`src/rtl/msi_cap_pkg.sv`:
```
package msi_cap_pkg;
  localparam int unsigned TGT_LO_OFF  = 'h820;
  localparam int unsigned TGT_HI_OFF  = 'h824;
  localparam int unsigned BANK0_OFF   = 'h828;
  localparam int unsigned BANK_STRIDE = 12;
  localparam int unsigned BANK_BITS   = 32;

  typedef enum logic [1:0] {
    FLD_EN   = 2'd0,
    FLD_MASK = 2'd1,
    FLD_STAT = 2'd2
  } bank_fld_e;

  function automatic int unsigned bank_reg_off(int unsigned bank, int unsigned fld);
    return BANK0_OFF + bank * BANK_STRIDE + fld * 4;
  endfunction
endpackage

```
`src/rtl/msi_target_regs.sv`:
```
module msi_target_regs #(
  parameter int DW = 32
) (
  input  logic            clk,
  input  logic            rst,
  input  logic            wr_lo,
  input  logic            wr_hi,
  input  logic [DW-1:0]   wdata,
  input  logic [2*DW-1:0] msg_addr,
  output logic [2*DW-1:0] tgt,
  output logic            match
);
  logic [DW-1:0] lo_q, hi_q;

  always_ff @(posedge clk) begin
    if (rst) begin
      lo_q <= '0;
      hi_q <= '0;
    end else begin
      if (wr_lo) lo_q <= wdata;
      if (wr_hi) hi_q <= wdata;
    end
  end

  assign tgt   = {hi_q, lo_q};
  assign match = (msg_addr == tgt);
endmodule

```
`src/rtl/msi_vec_decode.sv`:
```
module msi_vec_decode #(
  parameter int NUM_VEC = 256,
  parameter int DW      = 32
) (
  input  logic               fire,
  input  logic [DW-1:0]      vec,
  output logic               in_range,
  output logic [NUM_VEC-1:0] hit
);
  localparam int VIDX_W = $clog2(NUM_VEC);

  assign in_range = (vec < DW'(NUM_VEC));

  always_comb begin
    hit = '0;
    if (fire && in_range) hit[vec[VIDX_W-1:0]] = 1'b1;
  end
endmodule

```
`src/rtl/msi_bank.sv`:
```
module msi_bank #(
  parameter int BITS = 32
) (
  input  logic            clk,
  input  logic            rst,
  input  logic            wr_en,
  input  logic            wr_mask,
  input  logic            wr_stat,
  input  logic [BITS-1:0] wdata,
  input  logic [BITS-1:0] hit,
  output logic [BITS-1:0] en_q,
  output logic [BITS-1:0] mask_q,
  output logic [BITS-1:0] stat_q,
  output logic            pend
);
  logic [BITS-1:0] clr;
  logic [BITS-1:0] set;

  assign clr = wr_stat ? wdata : '0;
  assign set = hit & en_q;

  always_ff @(posedge clk) begin
    if (rst) begin
      en_q   <= '0;
      mask_q <= '0;
      stat_q <= '0;
    end else begin
      if (wr_en)   en_q   <= wdata;
      if (wr_mask) mask_q <= wdata;
      // a new message outranks a same-cycle clear
      stat_q <= (stat_q & ~clr) | set;
    end
  end

  assign pend = |(stat_q & ~mask_q);
endmodule

```
`src/rtl/msi_capture_top.sv`:
```
module msi_capture_top #(
  parameter int NUM_BANKS = 8,
  parameter int DW        = 32,
  parameter int REG_AW    = 12
) (
  input  logic              clk,
  input  logic              rst,
  input  logic              msg_valid,
  input  logic [2*DW-1:0]   msg_addr,
  input  logic [DW-1:0]     msg_data,
  output logic              pt_valid,
  output logic [2*DW-1:0]   pt_addr,
  output logic [DW-1:0]     pt_data,
  input  logic              reg_wr,
  input  logic              reg_rd,
  input  logic [REG_AW-1:0] reg_addr,
  input  logic [DW-1:0]     reg_wdata,
  output logic [DW-1:0]     reg_rdata,
  output logic              irq_out
);
  import msi_cap_pkg::*;

  localparam int BITS    = BANK_BITS;
  localparam int NUM_VEC = NUM_BANKS * BITS;
  localparam logic [REG_AW-1:0] A_LO = REG_AW'(TGT_LO_OFF);
  localparam logic [REG_AW-1:0] A_HI = REG_AW'(TGT_HI_OFF);

  logic [2*DW-1:0]          tgt;
  logic                     match;
  logic                     in_range;
  logic [NUM_VEC-1:0]       hit_all;
  logic [NUM_VEC-1:0]       en_all, mask_all, stat_all;
  logic [NUM_BANKS-1:0]     pend_b;
  logic [NUM_BANKS-1:0][BITS-1:0] en_b, mask_b, stat_b;
  logic [DW-1:0]            rd_word;

  msi_target_regs #(.DW(DW)) u_tgt (
    .clk      (clk),
    .rst      (rst),
    .wr_lo    (reg_wr && reg_addr == A_LO),
    .wr_hi    (reg_wr && reg_addr == A_HI),
    .wdata    (reg_wdata),
    .msg_addr (msg_addr),
    .tgt      (tgt),
    .match    (match)
  );

  msi_vec_decode #(.NUM_VEC(NUM_VEC), .DW(DW)) u_dec (
    .fire     (msg_valid && match),
    .vec      (msg_data),
    .in_range (in_range),
    .hit      (hit_all)
  );

  for (genvar b = 0; b < NUM_BANKS; b++) begin : g_bank
    localparam logic [REG_AW-1:0] A_EN   = REG_AW'(bank_reg_off(b, FLD_EN));
    localparam logic [REG_AW-1:0] A_MASK = REG_AW'(bank_reg_off(b, FLD_MASK));
    localparam logic [REG_AW-1:0] A_STAT = REG_AW'(bank_reg_off(b, FLD_STAT));

    msi_bank #(.BITS(BITS)) u_bank (
      .clk     (clk),
      .rst     (rst),
      .wr_en   (reg_wr && reg_addr == A_EN),
      .wr_mask (reg_wr && reg_addr == A_MASK),
      .wr_stat (reg_wr && reg_addr == A_STAT),
      .wdata   (reg_wdata[BITS-1:0]),
      .hit     (hit_all[b*BITS +: BITS]),
      .en_q    (en_b[b]),
      .mask_q  (mask_b[b]),
      .stat_q  (stat_b[b]),
      .pend    (pend_b[b])
    );

    assign en_all[b*BITS +: BITS]   = en_b[b];
    assign mask_all[b*BITS +: BITS] = mask_b[b];
    assign stat_all[b*BITS +: BITS] = stat_b[b];
  end

  // register read selection
  always_comb begin
    rd_word = '0;
    if (reg_addr == A_LO) rd_word = tgt[DW-1:0];
    if (reg_addr == A_HI) rd_word = tgt[2*DW-1:DW];
    for (int b = 0; b < NUM_BANKS; b++) begin
      if (reg_addr == REG_AW'(bank_reg_off(b, FLD_EN)))   rd_word = DW'(en_b[b]);
      if (reg_addr == REG_AW'(bank_reg_off(b, FLD_MASK))) rd_word = DW'(mask_b[b]);
      if (reg_addr == REG_AW'(bank_reg_off(b, FLD_STAT))) rd_word = DW'(stat_b[b]);
    end
  end

  always_ff @(posedge clk) begin
    if (rst) begin
      reg_rdata <= '0;
      irq_out   <= 1'b0;
      pt_valid  <= 1'b0;
      pt_addr   <= '0;
      pt_data   <= '0;
    end else begin
      if (reg_rd) reg_rdata <= rd_word;
      irq_out  <= |pend_b;
      pt_valid <= msg_valid && !match;
      if (msg_valid && !match) begin
        pt_addr <= msg_addr;
        pt_data <= msg_data;
      end
    end
  end

  logic unused_range;
  assign unused_range = in_range;
endmodule

```
`config.mk`:
```
export PLATFORM = sky130hd
export DESIGN_NAME = msi_capture_top
export DESIGN_NICKNAME = d
export VERILOG_FILES = /design/src/rtl/msi_cap_pkg.sv /design/src/rtl/msi_target_regs.sv /design/src/rtl/msi_vec_decode.sv /design/src/rtl/msi_bank.sv /design/src/rtl/msi_capture_top.sv
export SDC_FILE = /design/constraint.sdc
export NUM_CORES = 2
export LEC_CHECK = 0
export BUFFER_PORTS_ARGS = -buffer_cell sky130_fd_sc_hd__buf_2
export CAP_MARGIN = 20
export CORE_MARGIN = 2
export CORE_UTILIZATION = 40
export CTS_BUF_LIST = sky130_fd_sc_hd__clkbuf_8 sky130_fd_sc_hd__clkbuf_16
export DETAILED_ROUTE_END_ITERATION = 8
export PLACE_DENSITY = 0.57
export SYNTH_ARGS = -nofsm -noshare
export SYNTH_HDL_FRONTEND = slang
export SYNTH_SLANG_ARGS = --single-unit
```
`constraint.sdc`:
```
create_clock -name clk -period 6.9 [get_ports clk]
set_clock_uncertainty 0.15 [all_clocks]
set_input_delay 1.035 -clock clk [delete_from_list [all_inputs] [get_ports clk]]
set_output_delay 1.035 -clock clk [all_outputs]
set_load 0.03 [all_outputs]
```
After elaboration in Yosys (flattened, before gate mapping)
Cells that the tools add are included.
{"block": "word_totals", "ram_bits": 0, "regBits": 962, "latch_bits": 0, "rom_bits": 0, "n_memories": 0, "output_inout_bits": 130}
{"block": "classes", "n_mul": 0, "magnitude_cmp": 3, "n_eq_ne": 27, "shift": 0, "div_mod_pow": 0, "bitwise_logic": 48, "addsub": 0, "mux": 37, "n_reduce_logical": 32}
{"cell": "two-way mux 32 bit", "n": 34}
{"cell": "bitwise AND 32 bit", "n": 24}
{"cell": "inverter 32 bit", "n": 16}
{"cell": "equality test 12 bit, second input constant", "n": 26}
{"cell": "two-way mux 256 bit", "n": 1}
{"cell": "bitwise OR 32 bit", "n": 8}
{"cell": "OR reduction 256 bit", "n": 1}
{"cell": "equality test 64 bit", "n": 1}
{"cell": "less-than comparator 32 x 9 -> 1 bit, second input constant", "n": 1}
{"cell": "logical AND 1 bit", "n": 30}
{"cell": "less-than comparator 8 x 9 -> 1 bit, second input constant", "n": 1}
{"cell": "demux 1 bit (select 8 bit)", "n": 1}
{"cell": ">= comparator 8 x 1 -> 1 bit, second input constant", "n": 1}
{"cell": "logical NOT 1 bit", "n": 1}
{"cell": "two-way mux 1 bit", "n": 1}

Longest topological paths before layout
{"block": "logic_depth", "depth_word": 27, "depth_mapped": 12, "ltp_nobuf": 7}

By module
A second synthesis with hierarchy kept.
{"block": "hier_totals", "cells_unflattened": 5527, "hier_area_um2": 48459.0}
{"mod": "msi_bank", "instances": 8, "cells_per_inst": 395, "seq_area_each_um2": 1921.8, "area_each_um2": 3912.5}
{"mod": "msi_capture_top", "instances": 1, "cells_per_inst": 1631, "seq_area_each_um2": 2602.5, "area_each_um2": 11944.0}
{"mod": "msi_target_regs", "instances": 1, "cells_per_inst": 292, "seq_area_each_um2": 1281.2, "area_each_um2": 2924.1}
{"mod": "msi_vec_decode", "instances": 1, "cells_per_inst": 444, "seq_area_each_um2": 0.0, "area_each_um2": 2290.9}

Worst setup path before layout
No wires, ideal clock.
{"block": "synth_timing", "kind": "input-to-reg", "start": "input reg_addr[1]", "end": "register reg_rdata[30]", "path_slack_ps": 3656, "stages": 9, "t_required_ps": 6621, "arrival_ps": 2965, "path_cell_list": "or4b_1 -> buf_2 -> nor3_4 -> nand2_1 -> clkbuf_1 -> o22ai_1 -> nor4_1 -> a2111oi_0 -> nor2_1"}
{"block": "synth_via", "elab_chain_cells": 27}
{"element": "start: declaration", "line": "msi_capture_top.sv:16", "rtl": "input logic [REG_AW-1:0] reg_addr,"}
{"element": "equality test 12 bit", "line": "msi_capture_top.sv:82", "rtl": "if (reg_addr == A_LO) rd_word = tgt[DW-1:0];"}
{"element": "two-way mux 32 bit", "line": "msi_capture_top.sv:82"}
{"element": "two-way mux 32 bit", "line": "msi_capture_top.sv:83", "rtl": "if (reg_addr == A_HI) rd_word = tgt[2*DW-1:DW];"}
{"element": "two-way mux 32 bit", "line": "msi_capture_top.sv:85", "rtl": "if (reg_addr == REG_AW'(bank_reg_off(b, FLD_EN))) rd_word = DW'(en_b[b]);"}
{"element": "two-way mux 32 bit", "line": "msi_capture_top.sv:86", "rtl": "if (reg_addr == REG_AW'(bank_reg_off(b, FLD_MASK))) rd_word = DW'(mask_b[b]);"}
{"element": "two-way mux 32 bit", "line": "msi_capture_top.sv:87", "rtl": "if (reg_addr == REG_AW'(bank_reg_off(b, FLD_STAT))) rd_word = DW'(stat_b[b]);"}
{"element": "two-way mux 32 bit", "line": "msi_capture_top.sv:85"}
{"element": "two-way mux 32 bit", "line": "msi_capture_top.sv:86"}
{"element": "[11 not listed]"}
{"element": "two-way mux 32 bit", "line": "msi_capture_top.sv:86"}
{"element": "two-way mux 32 bit", "line": "msi_capture_top.sv:87"}
{"element": "two-way mux 32 bit", "line": "msi_capture_top.sv:85"}
{"element": "two-way mux 32 bit", "line": "msi_capture_top.sv:86"}
{"element": "two-way mux 32 bit", "line": "msi_capture_top.sv:87"}
{"element": "two-way mux 32 bit", "line": "msi_capture_top.sv:85"}
{"element": "two-way mux 32 bit", "line": "msi_capture_top.sv:86"}
{"element": "two-way mux 32 bit (*)", "line": "msi_capture_top.sv:87"}
{"element": "end signal: assignment", "line": "msi_capture_top.sv:99", "rtl": "if (reg_rd) reg_rdata <= rd_word;"}
{"element": "end: declaration", "line": "msi_capture_top.sv:18", "rtl": "output logic [DW-1:0] reg_rdata,"}
Every way passes the cells marked *; elsewhere a longest branch is shown, timed or not.
A chain may end at the register's enable or synchronous reset.

Worst setup path in the final report
{"block": "layout_timing", "start": "input reg_addr[10]", "end": "register reg_rdata[1]"}
Same word-level chain as after synthesis.

==> reports/results.ini <==
[logic_synthesis]
netlist_area_um2 = 45200
synthesis.nets = 5958
yosys-top-cells-area = dfxtp_1 43%, nand2_1 12%, a21oi_1 9.7%, a31o_2 3.9%, a211oi_1 3.2%
ys_types = 85
synth_edf_count = 0
syn_inst = 5813
yosysTopAreaCellShare = 0.426
synth_seq_area_share = 0.426
synth_area_per_cell_um2 = 7.78
ys_seq_elements = 962
synthesis.yosys.warnings = 0
synth_area_leader_cell = dfxtp_1
synth-main-ff-cell = dfxtp_1
synthArstFlopShare = 0

[sta]
tns_ns = 0
hold_viol = 0
slew_violations = 0
tightest_slew_ns = 1.48
layout_min_cycle_time_ns = 4.63
relSlewSlack = 0.0129
period_share = 0.672
max_freq_ghz = 0.216
setup_viol = 0
rsz0062_at_grt = false

[drt]
drtPass1Iterations = 9
ant_nets = 0
wl_per_cell_um = 40.1
finalWirelength_mm = 300
vias_per_cell = 6.76
drt_iter0_drc = 8966
vias = 50500
route.detailed.drc = 0

[clock_tree]
cts_hold_buf = 0
cts_tree = yes
clkTransAtPathRegs_ns = 0.06
clkLatencyLatePin_ns = 0.75
clock_sinks = 962
cts_buffers = 107
htreeDepth = 3
cts_setup_buffers = 0
cts_resized = 0
root_buffer = clkbuf_16
cts_max_path_buffers = 3

[layout]
nets = 6013
final_util = 0.463
final_cells = 7478
syn_to_final_growth_pct = 15.0
drive_gt1_frac = 0.166

[global_routing]
grt_pass1_wl_mm = 398
grt_overflow = 0
grt_pass1_vias = 44800
grt_util_all_layers = 0.499
grt_max_degree = 214
antenna_found_initial = 34

[power_and_ir_drop]
worst_ir_drop_vdd_mv = 0.268
power_density_nw_per_um2 = 241
p_leak_nw = 18.3

[worst_setup_path]
critPathKind = primary input to flop
timing.rr.start = u_tgt.lo_q[12]
arrival_ns = 5.17
critPathMaxFanout = 11
cp-startpoint = reg_addr[10]
critPathRequiredTime_ns = 7.43
cp-end-kind = flop
cp-start-kind = primary input

[hold_path]
min_path_type = flop to flop
hold_start = pt_addr[43]

[placement]
dp_hpwl_mm = 210
gp_congestion = 1.09
port_buffers = 274
placed_cells = 7251

[die]
die_w_um = 340
core_um2 = 112000
num_io_pins = 275
dieArea_um2 = 116000
initial_core_util = 0.402
die_h_um = 340
rows = 123

[run_status]
status = finished clean

[run]
cap_violations = 0

## area by class of cell
class	instances	area, um2
Timing Repair Buffer	489	3210
Clock buffer	136	3090
Sequential cell	962	19300
Fill cell	11300	60400
Multi-Input combinational cell	4047	23000
Antenna cell	22	55.1
Clock inverter	61	533
Inverter	261	980
Tap cell	1500	1880
## per-layer routing
layer	track usage	vias to the layer above	part of all wire
met5	0	-	0.00048
met4	0.367	18	0.093
met3	0.188	1139	0.14
met2	0.693	4380	0.40
met1	0.627	24400	0.37
li1	-	20600	-
## metrics by stage
stage                     instance area, um2  hold WS, ns  total power, mW  setup WS (ns)
after global routing                   51900        0.311             12.7           2.44
after CTS                              51800        0.302             12.5           2.40
final                                  52000        0.299             12.6           2.27
after global placement                 48100        0.288             6.57          0.895
after detailed placement               48200        0.294             6.57           1.67
after floorplan                        45200        0.282             6.16           3.66
## placed cells by master (no fill, tap or decap), drive strengths merged, types with 12 or more instances in the layout
cell type / synthesis / layout
nand2: 1448 / 1448
dfxtp: 962 / 962
a21oi: 872 / 872
buf: 159 / 488
inv: 260 / 285
a31o: 256 / 256
a211oi: 192 / 192
nor2: 170 / 170
o22ai: 160 / 160
clkbuf: 384 / 136
o21ai: 110 / 110
nand2b: 92 / 92
xor2: 64 / 64
mux2i: 61 / 61
a221oi: 58 / 58
nor4: 57 / 57
nor3: 48 / 48
a22oi: 37 / 37
o221ai: 37 / 37
nand4: 36 / 36
nand3: 32 / 32
clkinv: 1 / 25
mux4: 24 / 24
diode: 0 / 22
mux2: 18 / 18
o211ai: 18 / 18
and2: 18 / 18
a22o: 17 / 17
a31oi: 16 / 16
nor2b: 16 / 16
a222oi: 14 / 14
o2111ai: 14 / 14
and3: 13 / 13
a221o: 12 / 12
a2111oi: 12 / 12
## synth_stat cells (92+ instances only)
cell	instances
o21ai_0	106
nand2_1	1447
o22ai_1	160
nor2_1	168
clkbuf_1	384
inv_1	260
a21oi_1	872
a211oi_1	192
dfxtp_1	962
buf_2	125
nand2b_1	92
a31o_2	202
## path summary, 6_finish.rpt
path,slack (ns),end,cells past startpoint
setup / recovery,2.27,reg_rdata[1],8
hold / removal,0.30,pt_addr[43],2
setup reg to reg,2.71,g_bank[1].u_bank.stat_q[23],7
hold reg to reg,0.30,pt_addr[43],2
## cell families (layout without fill, tap and decap cells)
kind of cell,after synthesis,after routing,synth area share
multiplexers,103,103,0.0299
flip-flops,962,962,0.426
XOR/XNOR,64,64,0.0124
AND/OR/NAND/NOR,1977,1977,0.189
other,0,22,0
AO/OA/AOI/OAI,1903,1903,0.271
buffers and inverters,804,947,0.0709
## critical path: stages
cell and delay, ns:
buf_2 0.14, or4b_1 0.94, nor4_2 1.07, a222oi_1 0.41, o2111a_1 0.33, o21ai_0 0.75, a2111oi_0 0.29, o21ai_1 0.16
## report_power, final
part	total (mW)	switching, mW	internal [mW]
clock	6.05	2.61	3.44
sequential	5.61	0.0201	5.59
combinational	0.892	0.713	0.180
total	12.6	3.34	9.21
## state kept, by name, indices dropped and copies added (netlist names)
register              count
reg_rdata                32
pt_data                  32
pt_valid                  1
pt_addr                  64
g_bank.u_bank.mask_q    256
g_bank.u_bank.en_q      256
u_tgt.hi_q               32
irq_out                   1
u_tgt.lo_q               32
g_bank.u_bank.stat_q    256
Power figures use the tool's default switching activity.
